File: src/rtl/rxfs_pkg.sv
package rxfs_pkg;

    localparam int unsigned LEN_W = 11;

    typedef struct packed {
        logic             bcast;
        logic             mcast;
        logic             bad_crc;
        logic             odd;
        logic             too_long;
        logic             too_short;
        logic [LEN_W-1:0] len;
    } rx_stat_t;

    localparam int unsigned STAT_W = $bits(rx_stat_t);

    function automatic logic [LEN_W-1:0] sat_inc(input logic [LEN_W-1:0] v);
        return (&v) ? v : v + 1'b1;
    endfunction

endpackage

File: src/rtl/rxfs_len_ctr.sv
module rxfs_len_ctr
    import rxfs_pkg::*;
(
    input  logic             clk,
    input  logic             rst,
    input  logic             beat,
    input  logic             restart,
    output logic [LEN_W-1:0] cnt_nx,
    output logic             par_nx
);
    logic [LEN_W-1:0] cnt_q;
    logic             par_q;

    always_comb begin
        if (restart) begin
            cnt_nx = LEN_W'(1);
            par_nx = 1'b1;
        end else if (beat) begin
            cnt_nx = sat_inc(cnt_q);
            par_nx = ~par_q;
        end else begin
            cnt_nx = cnt_q;
            par_nx = par_q;
        end
    end

    always_ff @(posedge clk) begin
        if (rst) begin
            cnt_q <= '0;
            par_q <= 1'b0;
        end else begin
            cnt_q <= cnt_nx;
            par_q <= par_nx;
        end
    end
endmodule

File: src/rtl/rxfs_da_class.sv
module rxfs_da_class #(
    parameter int unsigned DA_BYTES = 6
) (
    input  logic       clk,
    input  logic       rst,
    input  logic       beat,
    input  logic       restart,
    input  logic [7:0] data,
    output logic       bcast_nx,
    output logic       grp_nx
);
    localparam int unsigned PW = $clog2(DA_BYTES + 1);
    localparam logic [PW-1:0] LAST = PW'(DA_BYTES);

    logic [PW-1:0] pos_q, pos_cur, pos_nx;
    logic          ones_q, ones_nx;
    logic          grp_q;

    always_comb begin
        pos_cur = restart ? '0 : pos_q;
        pos_nx  = pos_cur;
        ones_nx = ones_q;
        grp_nx  = grp_q;
        if (beat && (pos_cur < LAST)) begin
            pos_nx  = pos_cur + 1'b1;
            ones_nx = ((pos_cur == '0) ? 1'b1 : ones_q) & (&data);
            if (pos_cur == '0) begin
                grp_nx = data[0];
            end
        end
        bcast_nx = ones_nx && (pos_nx == LAST);
    end

    always_ff @(posedge clk) begin
        if (rst) begin
            pos_q  <= '0;
            ones_q <= 1'b0;
            grp_q  <= 1'b0;
        end else begin
            pos_q  <= pos_nx;
            ones_q <= ones_nx;
            grp_q  <= grp_nx;
        end
    end
endmodule

File: src/rtl/rxfs_err_latch.sv
module rxfs_err_latch (
    input  logic clk,
    input  logic rst,
    input  logic restart,
    input  logic frame_open,
    input  logic phy_err,
    output logic err_nx
);
    logic err_q;

    assign err_nx = restart ? phy_err : (err_q | (frame_open & phy_err));

    always_ff @(posedge clk) begin
        if (rst) begin
            err_q <= 1'b0;
        end else begin
            err_q <= err_nx;
        end
    end
endmodule

File: src/rtl/rx_frame_status.sv
module rx_frame_status
    import rxfs_pkg::*;
#(
    parameter int unsigned MIN_LEN  = 64,
    parameter int unsigned MAX_LEN  = 1518,
    parameter int unsigned DA_BYTES = 6
) (
    input  logic              clk,
    input  logic              rst,
    input  logic              in_valid,
    input  logic              in_sof,
    input  logic              in_eof,
    input  logic [7:0]        in_data,
    input  logic              phy_err,
    input  logic              crc_ok,
    output logic              stat_valid,
    output logic [STAT_W-1:0] stat_word
);
    localparam logic [LEN_W-1:0] MIN_L = LEN_W'(MIN_LEN);
    localparam logic [LEN_W-1:0] MAX_L = LEN_W'(MAX_LEN);

    logic             frame_open_q;
    logic             restart, beat_ok, close;
    logic [LEN_W-1:0] cnt_nx;
    logic             par_nx, bcast_nx, grp_nx, err_nx;
    rx_stat_t         stat_d, stat_q;
    logic             vld_q;

    assign restart = in_valid & in_sof;
    assign beat_ok = in_valid & (in_sof | frame_open_q);
    assign close   = beat_ok & in_eof;

    always_ff @(posedge clk) begin
        if (rst) begin
            frame_open_q <= 1'b0;
        end else if (close) begin
            frame_open_q <= 1'b0;
        end else if (restart) begin
            frame_open_q <= 1'b1;
        end
    end

    rxfs_len_ctr u_len (
        .clk     (clk),
        .rst     (rst),
        .beat    (beat_ok),
        .restart (restart),
        .cnt_nx  (cnt_nx),
        .par_nx  (par_nx)
    );

    rxfs_da_class #(.DA_BYTES(DA_BYTES)) u_da (
        .clk      (clk),
        .rst      (rst),
        .beat     (beat_ok),
        .restart  (restart),
        .data     (in_data),
        .bcast_nx (bcast_nx),
        .grp_nx   (grp_nx)
    );

    rxfs_err_latch u_err (
        .clk        (clk),
        .rst        (rst),
        .restart    (restart),
        .frame_open (frame_open_q),
        .phy_err    (phy_err),
        .err_nx     (err_nx)
    );

    always_comb begin
        stat_d.bcast     = bcast_nx;
        stat_d.mcast     = grp_nx & ~bcast_nx;
        stat_d.bad_crc   = ~crc_ok | err_nx;
        stat_d.odd       = par_nx;
        stat_d.too_long  = cnt_nx > MAX_L;
        stat_d.too_short = cnt_nx < MIN_L;
        stat_d.len       = cnt_nx;
    end

    always_ff @(posedge clk) begin
        if (rst) begin
            stat_q <= '0;
            vld_q  <= 1'b0;
        end else begin
            vld_q <= close;
            if (close) begin
                stat_q <= stat_d;
            end
        end
    end

    assign stat_valid = vld_q;
    assign stat_word  = stat_q;
endmodule

File: config.mk
export PLATFORM = sky130hd
export DESIGN_NAME = rx_frame_status
export DESIGN_NICKNAME = d
export VERILOG_FILES = /design/src/rtl/rxfs_pkg.sv /design/src/rtl/rxfs_len_ctr.sv /design/src/rtl/rxfs_da_class.sv /design/src/rtl/rxfs_err_latch.sv /design/src/rtl/rx_frame_status.sv
export SDC_FILE = /design/constraint.sdc
export NUM_CORES = 1
export LEC_CHECK = 0
export BUFFER_PORTS_ARGS = -buffer_cell sky130_fd_sc_hd__buf_4
export CAP_MARGIN = 20
export CORE_UTILIZATION = 30
export DETAILED_ROUTE_END_ITERATION = 8
export HOLD_SLACK_MARGIN = 0.12
export PLACE_DENSITY = 0.46
export SLEW_MARGIN = 30
export SYNTH_ARGS = -nofsm -noshare
export SYNTH_HDL_FRONTEND = slang
export SYNTH_SLANG_ARGS = --single-unit
File: constraint.sdc
create_clock -name clk -period 4.1 [get_ports clk]
set_input_delay 0.615 -clock clk [delete_from_list [all_inputs] [get_ports clk]]
set_output_delay 0.615 -clock clk [all_outputs]
set_load 0.01 [all_outputs]
== Word level (Yosys, flattened, before mapping) ==
Cells that the tools add are included.
Cells by class
  multiplexer cells: 12
  equality and inequality tests: 1
  $add $sub $neg: 2
  shift operators: 0
  bitwise operators: 12
  div/mod/pow operators: 0
  $mul: 0
  reductions and logical operators: 6
  order comparisons: 3
Operators with widths (count)
  2-to-1 mux 11 bit: 3
  adder 11 x 1 -> 11 bit (second input constant): 1
  greater-than comparator 11 bit (second input constant): 1
  < comparator 11 x 7 -> 1 bit (second input constant): 1
  AND reduction 11 bit: 1
  AND reduction 8 bit: 1
  2-to-1 mux 1 bit: 7
  bitwise AND 1 bit: 6
  2-to-1 mux 3 bit: 2
  adder 3 x 1 -> 3 bit (second input constant): 1
  equality test 3 bit (second input constant): 1
  logical NOT 3 bit: 1
  < comparator 3 bit (second input constant): 1
  NOT 1 bit: 3
  OR 1 bit: 3
  logical AND 1 bit: 2
  OR reduction 2 bit: 1
Word-level totals
  latch bits: 0
  bits of input ports: 15
  output and inout port bits: 18
  bits in registers: 37
  bits in writable memories: 0
  memories: 0
  logic and storage cells: 51
  bits in read-only memories: 0

== Logic depth before layout (Yosys ltp) ==
Gate-level depths: netlist (run 1).
  word-level depth: 9
  depth in mapped cells: 11
  mapped depth without buffers: 9

== Hierarchy ==
From an unflattened synthesis (run 1), not the netlist that was laid out.
Unflattened totals
  cells, all modules: 203
  area total of the unflattened synthesis: 1905.6 µm²
By module, submodules not included
  rxfs_len_ctr: seq. area each 240.2 µm², cells an instance 107, area an instance 852.1 µm², times used 1
  rx_frame_status: seq. area each 380.4 µm², cells an instance 53, area an instance 666.9 µm², times used 1
  rxfs_da_class: seq. area each 100.1 µm², cells an instance 38, area an instance 335.3 µm², times used 1
  rxfs_err_latch: seq. area each 20.0 µm², cells an instance 5, area an instance 51.3 µm², times used 1

== Worst setup path after synthesis (run 1) ==
Ideal clock, no wire load.
  kind: input-to-reg
  start point: in in_valid
  end point: reg stat_q (netlist bit stat_word[15])
  setup slack: 1.658 ns
  buffers on the path: 2
  setup time: 0.135 ns
  required time: 3.965 ns
  stages on the path: 11
  arrival time: 2.307 ns
  cell sequence: clkbuf_1 -> nand2_1 -> clkbuf_1 -> nand2_1 -> inv_1 -> ha_1 -> xor2_1 -> nand2_1 -> o22a_1 -> nor4_1 -> o31ai_1
Between the ends
  longest elaborated chain between the ends: 9
  elaborated cells between the ends (all ways): 18
  those cells by class: add/sub (1); order compare (1); eq/ne (1); mux (6); bitwise (6); reduce/logical (3)
Ends and longest elaborated chain
  start, declared: line rx_frame_status.sv:10  | input logic in_valid,
  bitwise AND 1 bit: line rx_frame_status.sv:29  | assign restart = in_valid & in_sof;
  2-to-1 mux 3 bit: line rxfs_da_class.sv:20  | pos_cur = restart ? '0 : pos_q;
  < comparator 3 bit or logical NOT 3 bit (tied branches): line rxfs_da_class.sv:24, rxfs_da_class.sv:26, rxfs_da_class.sv:27
  logical AND 1 bit or 2-to-1 mux 1 bit (tied branches): line rxfs_da_class.sv:24, rxfs_da_class.sv:26
  2-to-1 mux 3 bit or bitwise AND 1 bit (tied branches): line rxfs_da_class.sv:24, rxfs_da_class.sv:26
  equality test 3 bit or 2-to-1 mux 1 bit (tied branches): line rxfs_da_class.sv:31, rxfs_da_class.sv:24
  logical AND 1 bit: line rxfs_da_class.sv:31  | bcast_nx = ones_nx && (pos_nx == LAST);
  NOT 1 bit: line rx_frame_status.sv:73  | stat_d.mcast = grp_nx & ~bcast_nx;
  bitwise AND 1 bit: line rx_frame_status.sv:73
  end signal, assigned: line rx_frame_status.sv:88  | stat_q <= stat_d;
  end, declared: line rx_frame_status.sv:26  | rx_stat_t stat_d, stat_q;
Several ways; a longest one is shown, not always the timed one.
A chain may end at the register's enable or synchronous reset.

== Worst setup path in the final report (run 1) ==
  start point: reg u_len.cnt_q[0]
  end point: reg stat_q (netlist bit stat_word[12])
Between the ends
  longest elaborated chain between the ends: 5
  elaborated cells between the ends (all ways): 6
  those cells by class: add/sub (1); order compare (1); mux (3); reduce/logical (1)
Ends and longest elaborated chain
  start, declared: line rxfs_len_ctr.sv:11  | logic [LEN_W-1:0] cnt_q;
  start signal, assigned: line rxfs_len_ctr.sv:32  | cnt_q <= cnt_nx;
  adder 11 x 1 -> 11 bit or AND reduction 11 bit (tied branches): line rxfs_pkg.sv:18  | return (&v) ? v : v + 1'b1;
  2-to-1 mux 11 bit: line rxfs_pkg.sv:18
  2-to-1 mux 11 bit (*): line rxfs_len_ctr.sv:18  | end else if (beat) begin
  2-to-1 mux 11 bit (*): line rxfs_len_ctr.sv:15  | if (restart) begin
  greater-than comparator 11 bit (*): line rx_frame_status.sv:76  | stat_d.too_long = cnt_nx > MAX_L;
Mark *: on every way between the ends. The rest lies on a longest branch, timed or not.

==> results of run 1 <==
logic make-up (layout without fill, tap and decap cells):
group / count (synthesis) / count (layout) / synth area share
muxes: 3 / 3 / 0.0176
AOI/OAI and AO/OA: 53 / 53 / 0.205
DFF: 37 / 37 / 0.434
xor gates and xnor gates: 9 / 9 / 0.0462
buffers and inverters: 16 / 48 / 0.0440
adders and majority gates: 3 / 3 / 0.0220
and+or+nand+nor: 84 / 84 / 0.232
registers in the layout (all words and copies together), names as in the netlist:
name          flops
stat_valid        1
u_da.ones_q       1
u_err.err_q       1
u_da.grp_q        1
u_da.pos_q        3
u_len.par_q       1
frame_open_q      1
stat_word        17
u_len.cnt_q      11
metrics by stage:
stage | cell area [um^2] | total power, W | util
2_1_floorplan | 1710 | 0.000421 | -
3_3_place_gp | 2000 | 0.000450 | 0.363
3_5_place_dp | 2000 | 0.000448 | 0.363
4_1_cts | 2080 | 0.000692 | 0.378
5_1_grt | 2080 | 0.000716 | 0.378
6_report | 2080 | 0.000681 | 0.378
power groups by stage:
stage	Sequential (W)	Combinational [W]	Clock, W
CTS	0.000375	0.0000649	0.000251
global placement	0.000384	0.0000659	0
finish	0.000376	0.0000641	0.000241
global route	0.000377	0.0000717	0.000268
detailed placement	0.000384	0.0000644	0
floorplan	0.000382	0.0000387	0
final timing paths:
path | startpoint | to | slack, ns
setup / recovery | u_len.cnt_q[0]$_SDFF_PP0_ | stat_word[12]$_SDFFE_PP0P_ | 1.59
hold / removal | stat_word[1]$_SDFFE_PP0P_ | stat_word[1]$_SDFFE_PP0P_ | 0.45
setup reg to reg | u_len.cnt_q[0]$_SDFF_PP0_ | stat_word[12]$_SDFFE_PP0P_ | 1.59
hold reg to reg | stat_word[1]$_SDFFE_PP0P_ | stat_word[1]$_SDFFE_PP0P_ | 0.45
cell usage in the layout (no fill, tap or decap), types with 3 or more instances in the layout:
master | Yosys | layout
sky130_fd_sc_hd__clkbuf_1 | 7 | 3
sky130_fd_sc_hd__a22o_1 | 3 | 3
sky130_fd_sc_hd__nor2_1 | 21 | 21
sky130_fd_sc_hd__inv_1 | 6 | 6
sky130_fd_sc_hd__a21oi_1 | 7 | 7
sky130_fd_sc_hd__nor3_1 | 5 | 5
sky130_fd_sc_hd__clkbuf_8 | 0 | 5
sky130_fd_sc_hd__o21ai_0 | 13 | 13
sky130_fd_sc_hd__o21ai_1 | 3 | 3
sky130_fd_sc_hd__buf_4 | 0 | 34
sky130_fd_sc_hd__nand4_1 | 5 | 5
sky130_fd_sc_hd__nand3_1 | 5 | 5
sky130_fd_sc_hd__dfxtp_1 | 37 | 37
sky130_fd_sc_hd__mux2i_1 | 3 | 3
sky130_fd_sc_hd__a31oi_1 | 7 | 7
sky130_fd_sc_hd__o21a_1 | 4 | 4
sky130_fd_sc_hd__xor2_1 | 4 | 4
sky130_fd_sc_hd__xnor2_1 | 5 | 5
sky130_fd_sc_hd__nand2_1 | 33 | 33
sky130_fd_sc_hd__ha_1 | 3 | 3
worst max-delay path: stages (launching register included):
cell                      delay, ns
sky130_fd_sc_hd__dfxtp_1       0.42
sky130_fd_sc_hd__ha_1          0.27
sky130_fd_sc_hd__nand3_2       0.13
sky130_fd_sc_hd__or4_4         0.61
sky130_fd_sc_hd__a311o_1       0.41
sky130_fd_sc_hd__or4_1         0.42
sky130_fd_sc_hd__o31ai_2       0.18
final cells by class:
type / count / area (um^2)
fill: 570 / 3430
clock buffer: 8 / 80.1
sequential: 37 / 741
timing repair buffer: 34 / 255
inverter: 6 / 22.5
multi-input combinational: 152 / 892
tap: 72 / 90.1
layer usage:
| layer | vias up | global-route usage | routed length [um] |
|---|---|---|---|
| met4 | 0 | 0.0566 | 82 |
| met1 | 722 | 0.197 | 2130 |
| li1 | 793 | - | - |
| met5 | - | 0 | 0 |
| met2 | 39 | 0.258 | 1940 |
| met3 | 11 | 0.0376 | 191 |
==> flow_metrics.tcl, run 1 <==
set metrics [dict create \
    outcome "finished clean" \
    io_buffer_count 32 \
    design.core.area_um2 5510 \
    crit_type "reg -> reg" \
    total_global_routing_track_utilization 0.157 \
    nNetsFinal 254 \
    num_antenna_cells 0 \
    synth_fp_nets 223 \
    row_count 27 \
    first_pass_grt_wire_length_mm 7.32 \
    drt_pass1_iterations 4 \
    internal-power_w 0.000517 \
    endpoint_kind "register" \
    dpl.hpwl_mm 3.14 \
    netlist-cell-type-count 45 \
    yosys-top-cells-count "sky130_fd_sc_hd__dfxtp_1, sky130_fd_sc_hd__nand2_1, sky130_fd_sc_hd__nor2_1" \
    pwr_density_cell_nw_per_um2 327 \
    critical_path_required_ns 4.30 \
    tritoncts_buffer_count 5 \
    first_iter_violations 106 \
    setup_ws_ns 1.59 \
    clkSlewWorstSetupHoldPaths_ns 0.07 \
    fp.dieH_um 77.5 \
    cts_tree "yes" \
    whs_path_depth 2 \
    finalWeightedCongestion 0.846 \
    final.setup_skew_ns 0.00492 \
    critical_path_arrival_ns 2.71 \
    async_reset_ff_frac 0 \
    grt_start_max_net_pins 21 \
    initial_utilization 0.310 \
    max_cap_violations 0 \
    cts.sink_count 37 \
    finalWorstPathRequiredPeriod_ns 2.51 \
    postSynth.topFlopCell "sky130_fd_sc_hd__dfxtp_1" \
    layout-drive-gt1-share 0.177 \
    final_min_period_over_clock_period 0.612 \
    synth_area_leaders "sky130_fd_sc_hd__dfxtp_1, sky130_fd_sc_hd__nand2_1, sky130_fd_sc_hd__nor2_1" \
    detail_route.drc_violations 0 \
    io_pins 33 \
    placed_cells_incl_taps 301 \
    clock_latency_on_the_worst_skew_pair_ns 0.29 \
    max_slew_margin 0.399 \
    wl_per_cell_um 14.0 \
    hold_violations 0 \
    area_added_between_synthesis_and_finish_pct 21.8 \
    fmax_mhz 398 \
    instances_no_fill 309 \
    timing.critical_path.from_type "register" \
    vias 1565 \
    antenna_found_initial 0 \
    cts_resized 0 \
    yosys_register_bits 37 \
    synth_top_area_frac 0.434 \
    p_leak_nw 0.834 \
    syn-instance-count 205 \
    htreeDepth 2 \
    max_slew.worst_pin.slew_ns 0.895 \
    hold_path.class "reg -> reg" \
    postCtsSetupRepairBufs 0 \
    synth_area_leader_cell "sky130_fd_sc_hd__dfxtp_1" \
    ctsHoldBuffers 0 \
    part_of_the_total_power_dissipated_in_combinational_logic 0.094 \
    reg2reg_depth 6 \
    power.share.clock 0.354 \
    net-switching-power_w 0.000164 \
    syn_area_um2 1710 \
    antenna_left 0 \
    setup_viol_count_final 0 \
    routed_via_density 5.06 \
    synth_edf_count 0 \
    ys_warn_count 0 \
    grt_pass1_vias 1504 \
    cts_buffer_depth 2 \
    gr-total-overflow 0 \
    peakVddDrop_mv 0.118 \
    slew_viol_final 0 \
    crit_path_max_fo 9 \
    clk_root_buffer_cell "sky130_fd_sc_hd__clkbuf_8" \
    preCtsSetupSlack_ns 1.53 \
    whs_ns 0.454 \
    seq_power_share 0.552 \
    drt-total-wl_mm 4.34 \
    setup-tns-final_ns 0 \
    chipWidth_um 77.5 \
    synthMostInstantiatedCell "sky130_fd_sc_hd__dfxtp_1" \
    rsz0062_at_grt "no" \
    swShare 0.240 \
    floorplan.die_area_um2 6000 \
    syn_area_per_cell_um2 8.33 \
    synth_sequential_area_ratio 0.434 \
]
Note: power is estimated with default switching activity, not from simulation.
==> run 2, diff against run 1 <==
--- a/config.mk
+++ b/config.mk
@@ -10,7 +10,7 @@
 export CORE_UTILIZATION = 30
 export DETAILED_ROUTE_END_ITERATION = 8
 export HOLD_SLACK_MARGIN = 0.12
-export PLACE_DENSITY = 0.46
+export PLACE_DENSITY = 0.47
 export SLEW_MARGIN = 30
 export SYNTH_ARGS = -nofsm -noshare
 export SYNTH_HDL_FRONTEND = slang
==> constraint.sdc (replaced) <==
create_clock -name clk -period 2.1 [get_ports clk]
set_input_delay 0.315 -clock clk [delete_from_list [all_inputs] [get_ports clk]]
set_output_delay 0.315 -clock clk [all_outputs]
set_load 0.01 [all_outputs]
==> run 2 against run 1 <==
Effect of this change: routed wire length increased by 9.3%; combinational power increased by 140%; register-to-register slack got worse by 1.6 ns; clock skew decreased by 0.0012 ns; die area unchanged; hold slack got worse by 0.15 ns; largest power group unchanged; first-iteration DRC count decreased by 37%; non-clock buffer count increased by 31; worst setup slack got worse by 1.6 ns; cell count increased by 10%; final area increased by 13%; critical path type unchanged.
==> flow_metrics.tcl, run 2 (synthesized netlist as in run 1, its figures left out) <==
set metrics [dict create \
    outcome "finished clean" \
    crit_type "reg -> reg" \
    ctsHoldBuffers 0 \
    peakVddDrop_mv 0.260 \
    whs_path_depth 3 \
    finalWorstPathRequiredPeriod_ns 2.10 \
    placed_cells_incl_taps 331 \
    total_global_routing_track_utilization 0.174 \
    layout.cells.most_common "sky130_fd_sc_hd__buf_4" \
    area_added_between_synthesis_and_finish_pct 38.0 \
    clock_latency_on_the_worst_skew_pair_ns 0.30 \
    crit_path_max_fo 2 \
    antenna_found_initial 0 \
    critical_path_arrival_ns 2.31 \
    wl_per_cell_um 14.0 \
    timing.critical_path.from_type "register" \
    chipWidth_um 77.5 \
    total_power_w 0.00138 \
    max_slew_margin 0.720 \
    crit-reg2reg-launch "u_len.cnt_q[1]$_SDFF_PP0_" \
    reg2reg_setup_slack_ns 0.004 \
    endpoint_kind "register" \
    cts_tree "yes" \
    vias 1654 \
    gr-total-overflow 0 \
    layout-drive-gt1-share 0.306 \
    worst_setup_path_endpoint "stat_word[12]$_SDFFE_PP0P_" \
    routed_via_density 4.86 \
    floorplan.die_area_um2 6000 \
    io_pins 33 \
    critical_path.cell_chain "ha_4 -> nand3_2 -> or4_4 -> a311o_1 -> or4_4 -> o31ai_2" \
    grt_start_max_net_pins 21 \
    max_slew.worst_pin.slew_ns 0.417 \
    slew_viol_final 0 \
    reg2reg_depth 6 \
    grt_pass1_vias 1566 \
    instances_no_fill 340 \
    io_buffer_count 32 \
    rsz0062_at_grt "yes" \
    critical_path_required_ns 2.32 \
    final_min_period_over_clock_period 0.998 \
    critical-path-top-cell-by-count "sky130_fd_sc_hd__or4_4" \
    finalWeightedCongestion 0.807 \
    critPathLaunch "u_len.cnt_q[1]$_SDFF_PP0_" \
    num_antenna_cells 0 \
    max_cap_violations 0 \
    row_count 27 \
    dpl.hpwl_mm 3.49 \
    fmax_mhz 477 \
    setup-tns-final_ns 0 \
    htreeDepth 2 \
    antenna_left 0 \
    cts_buffer_depth 2 \
    crit_path_max_incr_delay_ns 0.54 \
    pwr_density_cell_nw_per_um2 586 \
    hold_violations 0 \
    design.core.area_um2 5510 \
    final_cell_mix "sky130_fd_sc_hd__buf_4, sky130_fd_sc_hd__dfxtp_1, sky130_fd_sc_hd__nand2_1" \
    tritoncts_buffer_count 5 \
    cts.sink_count 37 \
    nNetsFinal 285 \
    clkSlewWorstSetupHoldPaths_ns 0.07 \
    drt_pass1_iterations 4 \
    fp.dieH_um 77.5 \
    first_pass_grt_wire_length_mm 7.96 \
    p_leak_nw 0.998 \
    preCtsSetupSlack_ns -0.0140 \
    setup_viol_count_final 0 \
    first_iter_violations 67 \
    rr_endpoint "stat_word[12]$_SDFFE_PP0P_" \
    largest_register_ffs 17 \
    hold_path.class "in -> reg" \
    drt-total-wl_mm 4.75 \
    clk_root_buffer_cell "sky130_fd_sc_hd__clkbuf_8" \
    detail_route.drc_violations 0 \
    final.setup_skew_ns 0.00372 \
    initial_utilization 0.310 \
    setup_ws_ns 0.00390 \
    critical-path-slowest-cell "sky130_fd_sc_hd__or4_4" \
]
-- run 2: worst min-delay path by stage --
stage	from	endpoint	slack, ns
3_3_place_gp	stat_word[0]$_SDFFE_PP0P_	stat_word[0]$_SDFFE_PP0P_	0.44
6_report	in_data[0]	u_da.grp_q$_SDFF_PP0_	0.30
5_1_grt	crc_ok	stat_word[14]$_SDFFE_PP0P_	0.33
2_1_floorplan	u_err.err_q$_SDFF_PP0_	u_err.err_q$_SDFF_PP0_	0.44
4_1_cts	in_data[0]	u_da.grp_q$_SDFF_PP0_	0.30
3_5_place_dp	stat_word[14]$_SDFFE_PP0P_	stat_word[14]$_SDFFE_PP0P_	0.44
-- run 2: per-layer routing --
layer,track usage,part of all wire
met1,0.227,0.49
met5,0,0
met2,0.270,0.45
met3,0.0424,0.037
met4,0.0811,0.024
-- run 2: metrics by stage --
stage / area [um^2] / hold WS (ns) / util
4_1_cts: 2330 / 0.304 / 0.423
2_1_floorplan: 1730 / 0.444 / -
3_3_place_gp: 2250 / 0.441 / 0.408
5_1_grt: 2360 / 0.331 / 0.428
3_5_place_dp: 2250 / 0.443 / 0.408
6_report: 2360 / 0.299 / 0.428
-- run 2: layout make-up --
cell class                      instances  area (um^2)
Timing Repair Buffer                   65          488
Clock inverter                          2         10.0
Inverter                                6         22.5
Fill cell                             586         3150
Multi-Input combinational cell        152          926
Tap cell                               72         90.1
Sequential cell                        37          748
Clock buffer                            6         72.6
-- run 2: power breakdown --
part	total (W)	switching, W	leakage, nW	internal, W
logic	0.000153	0.0000797	0.651	0.0000729
registers	0.000729	0.0000104	0.301	0.000718
clock network	0.000500	0.000270	0.0450	0.000230
-- run 2: timing repair --
item	CTS	global route
pin swaps	1	0
gates resized for setup	0	4
buffers inserted	0	1
hold endpoints to repair	0	0
endpoints found under the setup margin	1	2
-- run 2: critical path: cells and delay by family, from the launching register on --
family	cells	cell delay (ns)
DFF	1	0.37
and+or+nand+nor	3	1.03
adders and majority gates	1	0.14
AOI/OAI and AO/OA	2	0.48
==> run 3, diff against run 2 <==
--- a/config.mk
+++ b/config.mk
@@ -8,6 +8,7 @@
 export BUFFER_PORTS_ARGS = -buffer_cell sky130_fd_sc_hd__buf_4
 export CAP_MARGIN = 20
 export CORE_UTILIZATION = 30
+export CTS_BUF_LIST = sky130_fd_sc_hd__clkbuf_16
 export DETAILED_ROUTE_END_ITERATION = 8
 export HOLD_SLACK_MARGIN = 0.12
 export PLACE_DENSITY = 0.47
==> run 3 against run 2 <==
Effect of this change: die area did not move; routed wire length is 0.32% higher; critical path type unchanged; clock skew up 0.00053 ns; register-to-register slack about the same; final area is 2.4% higher; non-clock buffer count unchanged.
==> flow_metrics.tcl, run 3 (synthesized netlist as in run 1, its figures left out) <==
set metrics [dict create \
    critical-path-slowest-cell "sky130_fd_sc_hd__or4_4" \
    endpoint_kind "register" \
    drt-total-wl_mm 4.76 \
    fp.dieH_um 77.5 \
    initial_utilization 0.310 \
    critical_path.cell_chain "ha_4 -> nand3_2 -> or4_4 -> a311o_1 -> or4_4 -> o31ai_2" \
    rsz0062_at_grt "yes" \
    fmax_mhz 479 \
    num_antenna_cells 0 \
    setup_viol_count_final 0 \
    critical_path_arrival_ns 2.29 \
    crit_type "reg -> reg" \
    p_leak_nw 1.03 \
    total_power_w 0.00161 \
    nNetsFinal 285 \
    chipWidth_um 77.5 \
    tritoncts_buffer_count 5 \
    n_fill_cell 585 \
    outcome "finished clean" \
    grt_pass1_vias 1567 \
    detail_route.drc_violations 0 \
    dpl.hpwl_mm 3.49 \
    peakVddDrop_mv 0.298 \
    finalWorstPathRequiredPeriod_ns 2.09 \
    design.core.area_um2 5510 \
    row_count 27 \
    critical-path-top-delay-family "simple AND/OR/NAND/NOR gates" \
    crit_path_max_fo 2 \
    finalWeightedCongestion 0.807 \
    io_buffer_count 32 \
    hold_path.class "in -> reg" \
    first_iter_violations 109 \
    slew_viol_final 0 \
    max_slew.worst_pin.slew_ns 0.420 \
    floorplan.die_area_um2 6000 \
    critical_path_required_ns 2.30 \
    total_global_routing_track_utilization 0.176 \
    setup_ws_ns 0.0102 \
    cts.sink_count 37 \
    preCtsSetupSlack_ns -0.0140 \
    io_pins 33 \
    area_added_between_synthesis_and_finish_pct 41.3 \
    grt_start_max_net_pins 21 \
    gr-total-overflow 0 \
    antenna_found_initial 0 \
    clkSlewWorstSetupHoldPaths_ns 0.06 \
    clock_latency_on_the_worst_skew_pair_ns 0.28 \
    cts_tree "yes" \
    final.setup_skew_ns 0.00425 \
    worstPathBufferInverterCount 0 \
    final_min_period_over_clock_period 0.995 \
    routed_via_density 4.91 \
    final_cell_mix "sky130_fd_sc_hd__buf_4, sky130_fd_sc_hd__dfxtp_1, sky130_fd_sc_hd__nand2_1" \
    hold_violations 0 \
    pwr_density_cell_nw_per_um2 666 \
    layout-drive-gt1-share 0.306 \
    crit_path_max_incr_delay_ns 0.54 \
    critical-path-top-cell-by-count "sky130_fd_sc_hd__or4_4" \
    max_cap_violations 0 \
    cts_buffer_depth 2 \
    timing.critical_path.from_type "register" \
    clk_root_buffer_cell "sky130_fd_sc_hd__clkbuf_16" \
    vias 1670 \
    largest_register_ffs 17 \
    max_slew_margin 0.718 \
    first_pass_grt_wire_length_mm 7.96 \
    htreeDepth 2 \
    ctsHoldBuffers 0 \
    drt_pass1_iterations 4 \
    wl_per_cell_um 14.0 \
    layout.cells.most_common "sky130_fd_sc_hd__buf_4" \
    antenna_left 0 \
]
==> run 3: layer usage <==
layer	part of all wire	GRT usage	routed length (um)	vias up
met5	0	0	0	-
met4	0.024	0.0868	113	0
met3	0.053	0.0459	250	7
met2	0.46	0.271	2170	45
met1	0.47	0.226	2230	761
li1	-	-	-	857
==> run 3: timing repair <==
| action | in CTS | in global routing |
|---|---|---|
| cloned | 0 | 0 |
| pin swaps | 1 | 0 |
| buffers inserted | 0 | 1 |
| endpoints found under the setup margin | 1 | 2 |
| gates resized for setup | 0 | 4 |
| hold endpoints to repair | 0 | 0 |
==> run 3: layout make-up <==
| type | count | area (um^2) | share of cell area |
|---|---|---|---|
| Sequential cell | 37 | 748 | 0.310 |
| Multi-Input combinational cell | 152 | 926 | 0.384 |
| Timing Repair Buffer | 65 | 488 | 0.202 |
| Inverter | 6 | 22.5 | 0.00933 |
| Tap cell | 72 | 90.1 | 0.0373 |
| Clock buffer | 5 | 125 | 0.0518 |
| Clock inverter | 3 | 13.8 | 0.00570 |
==> run 3: report_power, final <==
part	total [W]	switching (W)	leakage, nW	internal, W
combinational	0.000153	0.0000801	0.651	0.0000728
clock	0.000726	0.000295	0.0748	0.000431
sequential	0.000730	0.0000102	0.301	0.000719
==> run 3: path summary, 6_finish.rpt <==
kind	startpoint	end	slack [ns]	depth (start not counted)
worst min register to register	stat_word[0]$_SDFFE_PP0P_	stat_word[0]$_SDFFE_PP0P_	0.45	1
worst max register to register	u_len.cnt_q[1]$_SDFF_PP0_	stat_word[12]$_SDFFE_PP0P_	0.01	6
worst max-delay path	u_len.cnt_q[1]$_SDFF_PP0_	stat_word[12]$_SDFFE_PP0P_	0.01	6
worst min-delay path	in_data[0]	u_da.grp_q$_SDFF_PP0_	0.31	3
==> run 3: through the flow <==
stage | TNS (ns) | cell area [um^2] | cells | util | hold WS [ns]
6_report | 0 | 2410 | 340 | 0.438 | 0.310
5_1_grt | -0.0572 | 2410 | 340 | 0.438 | 0.354
4_1_cts | 0 | 2380 | 339 | 0.433 | 0.321
3_5_place_dp | -0.0140 | 2250 | 331 | 0.408 | 0.443
3_3_place_gp | 0 | 2250 | 331 | 0.408 | 0.441
2_1_floorplan | -0.119 | 1730 | 205 | - | 0.444
==> run 3: worst register-to-register path, cell delays in order (launching register included) <==
cell and delay [ns]:
sky130_fd_sc_hd__dfxtp_4 0.36, sky130_fd_sc_hd__ha_4 0.14, sky130_fd_sc_hd__nand3_2 0.07, sky130_fd_sc_hd__or4_4 0.42, sky130_fd_sc_hd__a311o_1 0.31, sky130_fd_sc_hd__or4_4 0.54
sky130_fd_sc_hd__o31ai_2 0.17
